`src/rtl/sd_resp_capture.sv`:
```
module sd_resp_capture #(
  parameter int HALF       = 4,
  parameter int POLL_MAX   = 255,
  parameter int SKIP_BITS  = 7,
  parameter int FLUSH_CLKS = 256
) (
  input  logic       clk,
  input  logic       rst_n,
  input  logic       start,
  input  logic       cmd_in,
  output logic       card_clk,
  output logic       cmd_hi_en,
  output logic       busy,
  output logic       done,
  output logic       resp_ok,
  output logic       resp_timeout,
  output logic [7:0] resp_hi,
  output logic [7:0] resp_lo
);

  localparam int CAP_BITS = 16;
  localparam int PH_W     = $clog2(2 * HALF);
  localparam int CNT_MAX  = (POLL_MAX > FLUSH_CLKS) ? POLL_MAX : FLUSH_CLKS;
  localparam int CNT_W    = $clog2(CNT_MAX + 1);

  typedef enum logic [2:0] {S_IDLE, S_WAIT, S_SKIP, S_CAP, S_FLUSH} st_t;

  st_t                 st;
  logic [PH_W-1:0]     ph;
  logic [CNT_W-1:0]    cnt;
  logic                sync1, sync2, smp;
  logic [CAP_BITS-1:0] sreg;
  int                  lim;

  wire bit_end = (ph == PH_W'(2 * HALF - 1));
  wire smp_pt  = (ph == PH_W'(HALF - 1));
  wire last    = (32'(cnt) == lim - 1);

  assign busy      = (st != S_IDLE);
  assign cmd_hi_en = busy;
  assign card_clk  = busy && (ph >= PH_W'(HALF));

  always_comb begin
    case (st)
      S_WAIT:  lim = POLL_MAX;
      S_SKIP:  lim = SKIP_BITS;
      S_CAP:   lim = CAP_BITS;
      S_FLUSH: lim = FLUSH_CLKS;
      default: lim = 1;
    endcase
  end

  always_ff @(posedge clk or negedge rst_n) begin
    if (!rst_n) begin
      sync1 <= 1'b1;
      sync2 <= 1'b1;
    end else begin
      sync1 <= cmd_in;
      sync2 <= sync1;
    end
  end

  always_ff @(posedge clk or negedge rst_n) begin
    if (!rst_n) begin
      st           <= S_IDLE;
      ph           <= '0;
      cnt          <= '0;
      smp          <= 1'b1;
      sreg         <= '0;
      done         <= 1'b0;
      resp_ok      <= 1'b0;
      resp_timeout <= 1'b0;
      resp_hi      <= '0;
      resp_lo      <= '0;
    end else begin
      done <= 1'b0;
      if (st == S_IDLE) begin
        ph  <= '0;
        cnt <= '0;
        if (start) begin
          st           <= S_WAIT;
          resp_ok      <= 1'b0;
          resp_timeout <= 1'b0;
        end
      end else begin
        ph <= bit_end ? '0 : ph + 1'b1;
        if (smp_pt) smp <= sync2;
        if (bit_end) begin
          case (st)
            S_WAIT: begin
              if (!smp) begin
                st  <= S_SKIP;
                cnt <= '0;
              end else if (last) begin
                st           <= S_IDLE;
                done         <= 1'b1;
                resp_timeout <= 1'b1;
              end else begin
                cnt <= cnt + 1'b1;
              end
            end
            S_SKIP: begin
              if (last) begin
                st  <= S_CAP;
                cnt <= '0;
              end else begin
                cnt <= cnt + 1'b1;
              end
            end
            S_CAP: begin
              sreg <= {sreg[CAP_BITS-2:0], smp};
              if (last) begin
                st  <= S_FLUSH;
                cnt <= '0;
              end else begin
                cnt <= cnt + 1'b1;
              end
            end
            S_FLUSH: begin
              if (last) begin
                st      <= S_IDLE;
                done    <= 1'b1;
                resp_ok <= 1'b1;
                resp_hi <= sreg[15:8];
                resp_lo <= sreg[7:0];
              end else begin
                cnt <= cnt + 1'b1;
              end
            end
            default: st <= S_IDLE;
          endcase
        end
      end
    end
  end

endmodule

```
`config.mk`:
```
export PLATFORM = sky130hd
export DESIGN_NAME = sd_resp_capture
export DESIGN_NICKNAME = d
export VERILOG_FILES = /design/src/rtl/sd_resp_capture.sv
export SDC_FILE = /design/constraint.sdc
export NUM_CORES = 1
export LEC_CHECK = 0
export CAP_MARGIN = 20
export CORE_MARGIN = 3
export CORE_UTILIZATION = 56
export CTS_BUF_LIST = sky130_fd_sc_hd__clkbuf_16
export CTS_CLUSTER_SIZE = 24
export DETAILED_ROUTE_END_ITERATION = 6
export GPL_ROUTABILITY_DRIVEN = 1
export HOLD_SLACK_MARGIN = 0.1
export PLACE_DENSITY_LB_ADDON = 0.15
export SETUP_SLACK_MARGIN = 0.05
export SLEW_MARGIN = 30
export SYNTH_ARGS = -nofsm -noshare
export SYNTH_HDL_FRONTEND = slang
export SYNTH_SLANG_ARGS = --single-unit
```
`constraint.sdc`:
```
create_clock -name clk -period 2.6 [get_ports clk]
set_clock_uncertainty 0.05 [all_clocks]
set_input_delay 0.26 -clock clk [delete_from_list [all_inputs] [get_ports clk]]
set_output_delay 0.26 -clock clk [all_outputs]
set_load 0.03 [all_outputs]
```
==> summary.md, run 1 <==
| Metric | Value |
|---|---|
| Status | complete, no violations |
| Netlist cell types | between 40 and 50 |
| Sequential share of power | roughly 46% |
| Width of the die | approximately 73 µm |
| Yosys warnings | 0 |
| Syn Inst Count | 211 |
| Mean area per synthesized cell | 11.9 µm² |
| Antenna-violating nets left | 0 |
| Final hold vios | 0 |
| Root Buffer | clkbuf_16 |
| Seq cells post-synth | 53 |
| Number of vias per cell | ~6.2 |
| Post-synth top area share | 49.8% |
| Pin count of the biggest net entering global routing | 23 |
| Tot GR Track Use | between 20 and 25% |
| Detail Placement HPWL | around 3600 µm |
| WP data required | 2.71 ns |
| HP Class | reg2reg |
| Worst-Margin Slew | between 0.5 and 0.6 ns |
| Total chip power | about 2.3 mW |
| Maximum fanout along the worst path | 17 |
| Fin crit share | approximately 94% |
| PD cells | approximately 790 nW/µm² |
| Clock sinks | 53 |
| Slew HR | about two thirds |
| EDFF count, synth | 0 |
| Wire per inst | between 15 and 20 µm |
| P_int | between 1.5 and 2 mW |
| Syn Std Cell Area | 2510 µm² |
| Final Max Slew Viols | 0 |
| Max Fclk | 409 MHz |
| Top post-synthesis cells by count | 50 x dfrtp_1, 24 x mux2_2, 14 x nand2_1 |
| Switching Fraction | about a third |
| H-tree levels | 2 |
| Clock Path Buffers | 2 |
| Final setup viols | 0 |
| Total gr overflow | 0 |
| Met1 WL | 2250 µm |
| Vias in the first global route | between 1500 and 2000 |
| # DRC | 0 |
| Worst Setup Start Kind | register |
| Unrepaired setup endpoints after global routing | no |
| Clk Latency, worst-skew pair | 0.29 ns |
| Iteration count of the initial detailed-routing pass | 4 |
| Main synth FF type | dfrtp_1 |
| Cell Rows | 23 |
| Ant diodes | 0 |
| Clock share of power | 26.8% |
| Area delta synth->final | 18.2% |
| Final min period | about 2.4 ns |
| Final hold slack | 0.307 ns |
| FFs w/ async S/R, synth | between 90% and 100% |
| Crit Path Category | reg2reg |
| Port Buffers | 25 |
| Switching Power | between 0.7 and 0.8 mW |
| Worst-path clk slew | roughly 0.06 ns |
| Synth top area cells | dfrtp_1 50%, mux2_2 11%, mux2_1 4.0% |
| Yosys top cell by area | dfrtp_1 |
| Final WL | 5330 µm |
| Die footprint | approximately 5300 µm² |
| Endpoint class of the critical path | register |
| Setup TNS | 0 ns |
| Core area | 4170 µm² |
| Critical Path AT | between 2 and 3 ns |
| Comb pwr share | a little over a quarter |
| Wire length on met2 | 2750 µm |
| 1st-iter DRT viols | between 200 and 250 |
| Layout cells sized above 1 | a little over a fifth |
| Initial antenna violation count | 0 |
| Peak VDD IR | just under 0.7 mV |
| CTS tree | yes |
| Vias | 1798 |
| Metal3 WL | between 200 and 250 µm |
| Initial Util | about three fifths |
| Syn_nets | 220 |
| Placer Congestion | 0.927 |
| Static Leak | approximately 1.4 nW |
| Sequential area share after synthesis | between 50% and 60% |
| Final net count | 249 |
| Total CTS buffers | 5 |
| I/O pins | 26 |
| Die H | 73.0 µm |
| Maxcap violations | 0 |
| First-pass GRT wire length | between 9000 and 10000 µm |
| Uppermost layer routed | met4 |
| Top-count cell post-synth | dfrtp_1 |
## cell type report
cell class              instances  area (µm²)
clock inverters                 3        15.0
flip-flops and latches         53        1330
fillers                       302        1200
clock buffers                   5         125
repair buffers                 34         328
inverters                       7        26.3
well taps                      50        62.6
multi-input cells             139        1080
## state kept, by name, indices dropped and copies added (netlist names)
register      count
smp               1
sync1             1
st                3
sreg             16
sync2             1
resp_ok           1
cnt               9
done              1
resp_hi           8
resp_timeout      1
resp_lo           8
ph                3
## stage by stage
step                      area, µm²  util (%)  instances  setup WS, ns
after global routing           2970      71.2        291        0.0631
after global placement         2810      67.3        281         0.160
final                          2970      71.2        291         0.154
after floorplan                2510         -        211         0.108
after CTS                      2960      70.9        290        0.0686
after detailed placement       2810      67.3        281         0.112
## cells in the final DEF (no fill, tap or decap), types with 3 or more instances in the layout
cell type / netlist / layout
nand2_1: 14 / 14
nand2b_1: 4 / 4
dfstp_2: 3 / 3
ha_1: 5 / 5
nor3_1: 6 / 6
clkdlybuf4s50_1: 0 / 24
nor4_1: 3 / 3
nand3_1: 4 / 4
mux2_2: 24 / 24
clkbuf_16: 0 / 5
inv_1: 6 / 7
nor4b_1: 3 / 3
o22ai_1: 3 / 3
nor2_1: 10 / 10
a211o_1: 6 / 6
buf_4: 4 / 7
dfrtp_1: 50 / 47
mux2_1: 9 / 9
a21oi_1: 5 / 5
and3_1: 4 / 4
o21ai_0: 6 / 6
dfrtp_2: 0 / 3
nor2b_1: 4 / 4
o31ai_1: 4 / 4
## critical path: stages (launching register included)
cell	delay [ns]
dfrtp_2	0.52
nor3_4	0.22
inv_2	0.09
a2111o_1	0.43
a21oi_4	0.25
and3_1	0.25
buf_12	0.17
mux2_1	0.34
## power by group through the flow
stage | registers [mW] | logic [mW] | clock network (mW)
final | 1.08 | 0.629 | 0.625
after global routing | 1.10 | 0.691 | 0.677
after CTS | 1.08 | 0.627 | 0.637
after detailed placement | 1.09 | 0.614 | 0
after global placement | 1.08 | 0.586 | 0
after floorplan | 1.04 | 0.475 | 0
## per-layer routing
metal | track usage (%) | vias up
li1 | - | 819
met1 | 28.0 | 903
met2 | 37.7 | 63
met3 | 4.96 | 13
met4 | 7.17 | 0
met5 | 0 | -
## worst paths after layout
check / startpoint / endpoint / slack, ns / cells past startpoint
setup / recovery: st[0] / resp_lo[0] / 0.15 / 7
hold / removal: sync1 / sync2 / 0.31 / 0
setup reg to reg: st[0] / resp_lo[0] / 0.15 / 7
hold reg to reg: sync1 / sync2 / 0.31 / 0
max in group asynchronous: rst_n / resp_hi[6] / 1.44 / 3
min in group asynchronous: rst_n / ph[2] / 0.41 / 2
## cell families (layout without fill, tap and decap cells)
logic type | after synthesis | after routing | synth area share, %
adders and majority gates | 5 | 5 | 2.49
xor gates and xnor gates | 1 | 1 | 0.348
muxes | 33 | 33 | 14.8
AOI/OAI and AO/OA | 41 | 41 | 12.5
buffers and inverters | 19 | 49 | 4.28
and+or+nand+nor | 59 | 59 | 12.7
DFF | 53 | 53 | 52.9
## timing repair
item	in CTS	in global routing
endpoints found under the hold margin	17	0
hold buffers	1	0
setup buffers	0	1
setup endpoints to repair	0	20
resized for setup	0	5
Power figures use the tool's default switching activity.
==> inputs of run 2 (changes only) <==
CORE_UTILIZATION = 58   (was 56)
CTS_BUF_LIST = sky130_fd_sc_hd__clkbuf_4 sky130_fd_sc_hd__clkbuf_8   (was sky130_fd_sc_hd__clkbuf_16)
PLACE_DENSITY = 0.85   (was not set)
PLACE_DENSITY_LB_ADDON = not set   (was 0.15)
RECOVER_POWER = 25   (was not set)
==> summary.md, run 2 (same netlist as run 1, synthesis figures left out) <==
| Metric | Value |
|---|---|
| Status | finished with violations |
| Violated checks | capacitance limit, slew limit |
| Cell Count Post-Placement | 282 |
| Layout cells sized above 1 | a little under a quarter |
| Peak VDD IR | roughly 0.45 mV |
| Endpoint class of the critical path | register |
| Cells on worst reg2reg path | 7 |
| Area delta synth->final | 17.1% |
| Wire per inst | between 15 and 20 µm |
| Crit Path Category | reg2reg |
| Maximum fanout along the worst path | 17 |
| Worst-path clk slew | approximately 0.09 ns |
| Final hold vios | 0 |
| Clock sinks | 53 |
| Worst Setup Start Kind | register |
| Hold Crit Start | sync1 |
| H-tree levels | 2 |
| Die H | between 70 and 80 µm |
| Maxcap violations | 1 |
| WP data required | around 2.8 ns |
| Clock Path Buffers | 2 |
| Setup TNS | 0 ns |
| # DRC | 0 |
| PD cells | 742 nW/µm² |
| Ant diodes | 0 |
| RR Startpoint | st[1] |
| Initial Util | between 60% and 70% |
| Final WL | roughly 4800 µm |
| Slew HR | -5.33% |
| Worst hold endpoint | sync2 |
| Max FFs per register | 16 |
| Antenna-violating nets left | 0 |
| Commonest non-fill, non-tap cell in the layout | dfrtp_1 |
| Clk Latency, worst-skew pair | 0.31 ns |
| Hold depth | 0 |
| Worst-Margin Slew | ~1.6 ns |
| Root Buffer | clkbuf_8 |
| Multi-input gate area | roughly 1100 µm² |
| Most frequent cells in the layout | 47 x dfrtp_1, 24 x mux2_2, 23 x clkdlybuf4s50_1 |
| Initial antenna violation count | 0 |
| Detail Placement HPWL | about 3200 µm |
| CTS tree | yes |
| I/O pins | 26 |
| Final net count | ~250 |
| Max Fclk | 418 MHz |
| Tot GR Track Use | between 20 and 25% |
| Fillers | roughly 310 |
| Total gr overflow | 0 |
| Pin count of the biggest net entering global routing | 31 |
| Final min period | between 2 and 2.5 ns |
| Reg2Reg Capture Point | resp_hi[7] |
| Final cell count without fillers | between 200 and 300 |
| Fin crit share | 91.9% |
| Iteration count of the initial detailed-routing pass | 4 |
| Unrepaired setup endpoints after global routing | no |
| Final setup viols | 0 |
| HP Class | reg2reg |
| Vias | between 1500 and 2000 |
| Biggest registers after layout | sreg: 16 flops, cnt: 9 flops |
| Total CTS buffers | 5 |
| First-pass GRT wire length | roughly 8300 µm |
| Number of vias per cell | just over 6 |
| Cell Rows | 23 |
| Pre-CTS setup slack | roughly 0.16 ns |
| Biggest register | sreg |
| Static Leak | about 1.3 nW |
| Core area | 4090 µm² |
| Final Max Slew Viols | 31 |
| 1st-iter DRT viols | roughly 160 |
| Critical Path AT | between 2 and 3 ns |
| Worst reg-to-reg setup slack | roughly 0.21 ns |
| Post-route worst setup slack | about 0.21 ns |
| Width of the die | slightly above 70 µm |
| Register area | ~1300 µm² |
| Vias in the first global route | approximately 1800 |
| Port Buffers | 25 |
| Die footprint | 5160 µm² |
| Placer Congestion | 0.855 |
## run 2: worst max-delay path, cell delays in order, from the launching register on
cell and delay, ns:
dfrtp_2 0.50, nor3_4 0.23, inv_2 0.10, a2111o_1 0.44, a21oi_4 0.20, and3_1 0.23, buf_12 0.17, mux2_2 0.35
## run 2: layout make-up
class | count | share of cell area (%)
Clock buffer | 6 | 2.80
Multi-Input combinational cell | 139 | 36.7
Sequential cell | 53 | 45.3
Tap cell | 50 | 2.12
Clock inverter | 2 | 0.552
Inverter | 7 | 0.892
Timing Repair Buffer | 36 | 11.6
## run 2: power by group
group / switching, mW / total [mW] / internal, mW
Sequential: 0.120 / 1.07 / 0.950
Clock: 0.275 / 0.495 / 0.220
Combinational: 0.338 / 0.621 / 0.283
## run 2: worst max-delay path by stage
| stage | endpoint | slack, ns | cells past startpoint | startpoint |
|---|---|---|---|---|
| finish | resp_hi[7] | 0.21 | 7 | st[1] |
| global route | cnt[0] | 0.11 | 9 | st[1] |
| CTS | resp_hi[7] | 0.13 | 7 | st[2] |
| detailed placement | resp_lo[3] | 0.16 | 7 | st[2] |
| global placement | resp_lo[7] | 0.22 | 7 | st[2] |
| floorplan | resp_hi[1] | 0.11 | 9 | st[0] |
## run 2: through the flow
stage	instance area (µm²)	power (mW)	hold WS, ns	utilization, %
after floorplan	2510	1.51	-0.0856	-
after global placement	2810	1.67	0.269	68.9
after detailed placement	2810	1.69	0.287	68.9
after CTS	2920	2.20	0.301	71.5
after global routing	2950	2.33	0.321	72.1
final	2950	2.19	0.312	72.1
## run 2: repair_timing
action / 4_1_cts / 5_1_grt
hold buffers: 1 / 0
resized for setup: 0 / 4
endpoints found under the setup margin: 0 / 18
endpoints found under the hold margin: 26 / 0
buffers inserted: 0 / 2
## run 2: routing by layer
metal  share of wire, %  wire, µm  global-route usage (%)
met3                4.5       212                    5.19
met4                1.7        81                    7.72
met1                 45      2150                    27.1
met5                  0         0                       0
met2                 49      2310                    33.3
==> inputs of run 3 (changes only) <==
HOLD_SLACK_MARGIN = 0.08   (was 0.1)
==> results of run 3 <==
The final DEF is identical to that of run 2; final timing and power are the same.
